$ cat src/rtl/crc_eng_pkg.sv
package crc_eng_pkg;

  typedef enum logic [1:0] {
    PH_IDLE  = 2'd0,
    PH_INPUT = 2'd1,
    PH_RUN   = 2'd2
  } phase_e;

  // stage idx lies below the generator degree
  function automatic logic below_degree(input int idx, input int deg);
    return idx < deg;
  endfunction

  // feedback stage index, with degree 0 treated as 1 and clamped to the active length
  function automatic int feedback_stage(input int deg, input int active_len);
    int d;
    d = (deg == 0) ? 1 : deg;
    if (d > active_len) d = active_len;
    return d - 1;
  endfunction

endpackage

$ cat src/rtl/crc_section.sv
module crc_section #(
  parameter int W = 24
) (
  input  logic         clk,
  input  logic         rst_n,
  input  logic         clr_i,
  input  logic         shift_i,
  input  logic         cin_i,
  input  logic         fb_i,
  input  logic [W-1:0] taps_i,
  input  logic [W-1:0] mask_i,
  output logic [W-1:0] q_o,
  output logic [W-1:0] nxt_o
);

  always_comb begin
    if (clr_i)        nxt_o = '0;
    else if (shift_i) nxt_o = ({q_o[W-2:0], cin_i} ^ (taps_i & {W{fb_i}})) & mask_i;
    else              nxt_o = q_o;
  end

  always_ff @(posedge clk or negedge rst_n) begin
    if (!rst_n) q_o <= '0;
    else        q_o <= nxt_o;
  end

endmodule

$ cat src/rtl/crc_phase_seq.sv
module crc_phase_seq
  import crc_eng_pkg::*;
#(
  parameter int CNT_W = 16
) (
  input  logic             clk,
  input  logic             rst_n,
  input  logic             mode_ok_i,
  input  logic             start_i,
  input  logic             run_i,
  input  logic [CNT_W-1:0] run_len_i,
  input  logic             valid_i,
  output phase_e           phase_o,
  output logic             shift_o,
  output logic             clr_o,
  output logic             done_o
);

  logic [CNT_W-1:0] cnt_q;
  logic             last_run;

  assign clr_o    = (phase_o == PH_IDLE) && start_i && mode_ok_i;
  assign last_run = (phase_o == PH_RUN) && (cnt_q == '0);
  assign shift_o  = ((phase_o == PH_INPUT) && valid_i) ||
                    ((phase_o == PH_RUN) && (cnt_q != '0));

  always_ff @(posedge clk or negedge rst_n) begin
    if (!rst_n) begin
      phase_o <= PH_IDLE;
      cnt_q   <= '0;
      done_o  <= 1'b0;
    end else begin
      done_o <= last_run;
      unique case (phase_o)
        PH_IDLE:  if (clr_o) phase_o <= PH_INPUT;
        PH_INPUT: if (run_i) begin
                    phase_o <= PH_RUN;
                    cnt_q   <= run_len_i;
                  end
        PH_RUN:   if (cnt_q != '0) cnt_q <= cnt_q - 1'b1;
                  else             phase_o <= PH_IDLE;
        default:  phase_o <= PH_IDLE;
      endcase
    end
  end

  AST_DONE_ONE_CYCLE: assert property (@(posedge clk) disable iff (!rst_n)
    done_o |=> !done_o);

  AST_START_NEEDS_MODE: assert property (@(posedge clk) disable iff (!rst_n)
    (phase_o == PH_IDLE && !mode_ok_i) |=> (phase_o == PH_IDLE));

  AST_RUN_PERSISTS: assert property (@(posedge clk) disable iff (!rst_n)
    (phase_o == PH_RUN && cnt_q != '0) |=> (phase_o == PH_RUN));

endmodule

$ cat src/rtl/crc_cascade_engine.sv
module crc_cascade_engine
  import crc_eng_pkg::*;
#(
  parameter int SEC_W = 24,
  parameter int NSEC  = 2,
  parameter int DEG_W = 6,
  parameter int CNT_W = 16
) (
  input  logic                  clk,
  input  logic                  rst_n,
  input  logic [1:0]            mode_i,
  input  logic                  poly_load_i,
  input  logic [SEC_W*NSEC-1:0] poly_taps_i,
  input  logic [DEG_W-1:0]      poly_degree_i,
  input  logic [NSEC-1:0]       in_en_i,
  input  logic                  start_i,
  input  logic                  data_i,
  input  logic                  valid_i,
  input  logic                  run_i,
  input  logic [CNT_W-1:0]      run_len_i,
  output logic [SEC_W*NSEC-1:0] syndrome_o,
  output logic                  zero_o,
  output logic                  busy_o,
  output logic                  done_o
);

  localparam int TOT_W = SEC_W * NSEC;
  localparam int IDX_W = $clog2(TOT_W);

  phase_e             phase;
  logic               shift, clr;
  logic               cas_q, cas_now;
  logic [TOT_W-1:0]   taps_q, syn_q, syn_nxt, deg_mask, act_mask;
  logic [DEG_W-1:0]   deg_q;
  logic [IDX_W-1:0]   fb_idx;
  logic               din_gate, fb, zero_q;

  crc_phase_seq #(.CNT_W(CNT_W)) seq_i (
    .clk       (clk),
    .rst_n     (rst_n),
    .mode_ok_i (mode_i[1]),
    .start_i   (start_i),
    .run_i     (run_i),
    .run_len_i (run_len_i),
    .valid_i   (valid_i),
    .phase_o   (phase),
    .shift_o   (shift),
    .clr_o     (clr),
    .done_o    (done_o)
  );

  // cascade choice follows the mode pin while idle, then stays latched for the session
  assign cas_now = (phase == PH_IDLE) ? mode_i[0] : cas_q;

  always_ff @(posedge clk or negedge rst_n) begin
    if (!rst_n) begin
      cas_q  <= 1'b0;
      taps_q <= '0;
      deg_q  <= DEG_W'(1);
      zero_q <= 1'b1;
    end else begin
      if (clr) cas_q <= mode_i[0];
      if (poly_load_i && phase == PH_IDLE) begin
        taps_q <= poly_taps_i;
        deg_q  <= poly_degree_i;
      end
      if (clr || shift) zero_q <= ((syn_nxt & act_mask) == '0);
    end
  end

  always_comb begin
    for (int i = 0; i < TOT_W; i++) deg_mask[i] = below_degree(i, int'(deg_q));
    for (int s = 0; s < NSEC; s++)
      act_mask[s*SEC_W +: SEC_W] = (s == 0 || cas_now) ? '1 : '0;
  end

  assign fb_idx = IDX_W'(feedback_stage(int'(deg_q), cas_now ? TOT_W : SEC_W));

  always_comb begin
    din_gate = 1'b0;
    for (int s = 0; s < NSEC; s++)
      if (int'(fb_idx) / SEC_W == s) din_gate = in_en_i[s];
  end

  assign fb = syn_q[fb_idx] ^ (data_i & din_gate & (phase == PH_INPUT));

  for (genvar s = 0; s < NSEC; s++) begin : g_sec
    logic sec_en, cin;
    assign sec_en = (s == 0) || cas_now;
    if (s == 0) begin : g_head
      assign cin = 1'b0;
    end else begin : g_link
      assign cin = syn_q[s*SEC_W-1];
    end
    crc_section #(.W(SEC_W)) sec_i (
      .clk     (clk),
      .rst_n   (rst_n),
      .clr_i   (clr & sec_en),
      .shift_i (shift & sec_en),
      .cin_i   (cin),
      .fb_i    (fb),
      .taps_i  (taps_q[s*SEC_W +: SEC_W]),
      .mask_i  (deg_mask[s*SEC_W +: SEC_W]),
      .q_o     (syn_q[s*SEC_W +: SEC_W]),
      .nxt_o   (syn_nxt[s*SEC_W +: SEC_W])
    );
  end

  assign syndrome_o = syn_q;
  assign zero_o     = zero_q;
  assign busy_o     = (phase != PH_IDLE);

  AST_UPPER_FROZEN: assert property (@(posedge clk) disable iff (!rst_n)
    (phase != PH_IDLE && !cas_q) |=> $stable(syn_q[TOT_W-1:SEC_W]));

  AST_ZERO_TRACKS: assert property (@(posedge clk) disable iff (!rst_n)
    (phase != PH_IDLE) |-> (zero_q == ((syn_q & act_mask) == '0)));

  AST_ABOVE_DEGREE_CLEAR: assert property (@(posedge clk) disable iff (!rst_n)
    (phase != PH_IDLE) |-> ((syn_q & act_mask & ~deg_mask) == '0));

  AST_POLY_HELD: assert property (@(posedge clk) disable iff (!rst_n)
    (phase != PH_IDLE) |=> ($stable(taps_q) && $stable(deg_q)));

endmodule

$ cat config.mk
export PLATFORM = sky130hd
export DESIGN_NAME = crc_cascade_engine
export DESIGN_NICKNAME = d
export VERILOG_FILES = /design/src/rtl/crc_eng_pkg.sv /design/src/rtl/crc_section.sv /design/src/rtl/crc_phase_seq.sv /design/src/rtl/crc_cascade_engine.sv
export SDC_FILE = /design/constraint.sdc
export NUM_CORES = 1
export LEC_CHECK = 0
export BUFFER_PORTS_ARGS = -buffer_cell sky130_fd_sc_hd__clkbuf_2
export CELL_PAD_IN_SITES_DETAIL_PLACEMENT = 0
export CELL_PAD_IN_SITES_GLOBAL_PLACEMENT = 1
export CORE_ASPECT_RATIO = 0.8
export CORE_MARGIN = 10
export CORE_UTILIZATION = 44
export DETAILED_ROUTE_END_ITERATION = 10
export PLACE_DENSITY_LB_ADDON = 0.05
export SETUP_SLACK_MARGIN = 0.15
export SLEW_MARGIN = 25
export SYNTH_ARGS = -nofsm -noshare
export SYNTH_HDL_FRONTEND = slang
export SYNTH_HIERARCHICAL = 1
export SYNTH_SLANG_ARGS = --single-unit
$ cat constraint.sdc
create_clock -name clk -period 6.4 [get_ports clk]
set_input_delay 0.32 -clock clk [delete_from_list [all_inputs] [get_ports clk]]
set_output_delay 0.32 -clock clk [all_outputs]
set_load 0.05 [all_outputs]
==> flow_summary.toml <==
[routing]
drt-total-wl_mm = 21.02
ant_nets = 0
dr.pass1.iters = 5
drt_iter0_markers = 387
drc_errors = 0
vias_per_cell = 5.734
dr_total_vias = 5757
wl_per_cell_um = 20.94

[floorplanning]
start_util = 0.4535
die_w_um = 160.0
num_rows = 40
io_pins = 132
die_area_mm2 = 0.02112
die_height_um = 132.0
coreArea_mm2 = 0.01521

[worst_setup_path]
cp-start-kind = "flop"
cp.required_ps = 6720
cp-end-kind = "flop"
worstPathArrival_ps = 6290
crit_fanout = 14
path_class = "reg -> reg"

[logic_synthesis]
ys_seq_area_frac = 0.4464
synth_area_mm2 = 0.006900
synth_area_leaders = "dfrtp_1 44%, mux2_2 8.6%, a32o_1 6.7%"
ys_ff_latch = 123
synth_cell_type_count = 71
synth_top_area_frac = 0.4388
yosys.area.top_type = "dfrtp_1"
ys_warn_count = 6
synthFlopType = "dfrtp_1"
ys_async_sr_fraction = 1.000
synth_edf_count = 0
avgSynthCellArea_um2 = 10.68
syn_inst = 646
syn-num-nets = 733

[grt]
grt_pass1_vias = 5826
grt_pass1_wl_mm = 33.01
grt_start_max_net_pins = 77
grt_util_all_layers = 0.1925
grt_overflow = 0
antenna_found_initial = 0

[clocking]
cts_sinks = 123
numCtsBuffers = 17
clk_pin_slew_ps = 60
h-tree-depth = 4
cts-root-buf = "clkbuf_16"
cts_buffer_depth = 2
cts_tree = "done"
clk_latency_ps = 420

[sta]
fin_worst_skew_ps = 12.93
max_slew.worst_pin.slew_ps = 964.3
tns_ps = 0
fin_crit_ps = 5962
finalHoldViolations = 0
period_share = 0.9316
rsz0062_at_grt = "no"
slew_headroom = 0.3542
clock.fmax_mhz = 167.7
setup_viol = 0
slew_viol_final = 0

[min_path]
worst_hold_path_type = "in -> reg"

[finish]
fillerInstances = 1402
regArea_mm2 = 0.003080
synthToLayoutAreaGrowth_pct = 23.17
layout_common_cells = "130 x clkbuf_2, 121 x dfrtp_1, 90 x nand2_1"
antenna_cells = 0
drive_gt1_frac = 0.3501
multi_input_area_mm2 = 0.003637
final_common_cell = "clkbuf_2"
nets = 868

[status]
status = "finished clean"

[placement]
dp_hpwl_mm = 15.30
gp_congestion = 0.8862
io_buffers = 131

[run]
max-cap-violations = 0
cell usage after synthesis, drive strengths merged (12+ instances only):
master  instances
xnor2          49
dfrtp         121
buf            13
o21ai          24
nor2           30
mux2           53
mux4           12
nand2          92
inv            16
a32o           46
a21oi          23
clkbuf         21
nor4           17
worst max-delay path, cell delays in order, from the launching register on:
cell and delay (ps):
dfrtp_1 440, nor2_1 220, mux2_2 400, ha_1 320, nor3b_1 420, a211oi_2 130, inv_2 340, ha_1 300
nand2_1 80, xnor2_1 130, a21oi_1 310, nand2_1 130, mux2i_1 150, a31oi_2 400, xor2_2 590, nand2_1 150
xnor2_1 170, a32o_1 270, nor4_1 430, a31oi_1 230, o31ai_1 250
logic make-up (layout without fill, tap and decap cells):
kind of cell / count (synthesis) / in the layout / share of synthesized area
fa+ha+maj: 6 / 6 / 0.01088
other cells: 1 / 1 / 0.0005434
buf+inv: 50 / 197 / 0.03300
compound gates: 147 / 147 / 0.1650
mux: 71 / 71 / 0.1344
simple gates: 196 / 196 / 0.1438
flops: 123 / 123 / 0.4464
xor+xnor: 52 / 53 / 0.06600
final timing paths:
kind                                         startpoint                          to  slack [ps]  depth (start not counted)
setup / recovery           seq_i/phase_o[1]$_DFFE_PN0P_          zero_o$_DFFE_PN1P_         440                         20
hold / removal                         poly_degree_i[4]        deg_q[4]$_DFFE_PN0P_         110                          3
setup reg to reg           seq_i/phase_o[1]$_DFFE_PN0P_          zero_o$_DFFE_PN1P_         440                         20
hold reg to reg                      zero_o$_DFFE_PN1P_          zero_o$_DFFE_PN1P_         490                          2
max in group asynchronous                         rst_n  seq_i/cnt_q[9]$_DFFE_PN0P_        4810                          3
min in group asynchronous                         rst_n  seq_i/cnt_q[5]$_DFFE_PN0P_         480                          2
routing by layer:
layer  GRT usage  part of all wire
met1      0.2727              0.47
met2      0.2781              0.44
met3     0.05556             0.073
met4     0.05397             0.014
met5           0                 0
stage by stage:
stage | cells | util | hold slack [ps] | cell area [um^2] | worst slack, ps
4_1_cts | 999 | 0.5531 | 98.41 | 8416 | 208.5
2_1_floorplan | 646 | - | 24.41 | 6900 | 859.6
5_1_grt | 1004 | 0.5586 | 109.6 | 8499 | 176.6
6_report | 1004 | 0.5586 | 107.2 | 8499 | 437.6
3_5_place_dp | 966 | 0.5108 | 389.2 | 7771 | 228.9
3_3_place_gp | 966 | 0.5108 | 382.6 | 7771 | 369.3
what timing repair did:
item / in CTS / in global routing
resized for setup: 0 / 2
hold endpoints to repair: 47 / 0
buffers inserted: 0 / 4
endpoints found under the setup margin: 0 / 1
hold buffers: 1 / 0
registers in the layout (all words and copies together), names as in the netlist:
signal,flops
deg_q,6
seq_i/phase_o,2
g_sec.sec_i/q_o,48
cas_q,1
zero_o,1
taps_q,48
seq_i/cnt_q,16
seq_i/done_o,1
layout make-up:
cell class                 count  area share
clock buffer                  18     0.05167
clock inverter                14     0.02296
inverter                      16    0.007066
multi-input combinational    474      0.4279
sequential                   123      0.3624
tap                          210     0.03091
timing repair buffer         149     0.09701
Power is not shown: default switching activity piles up to over one toggle a cycle in this logic, so the estimate is an artifact.
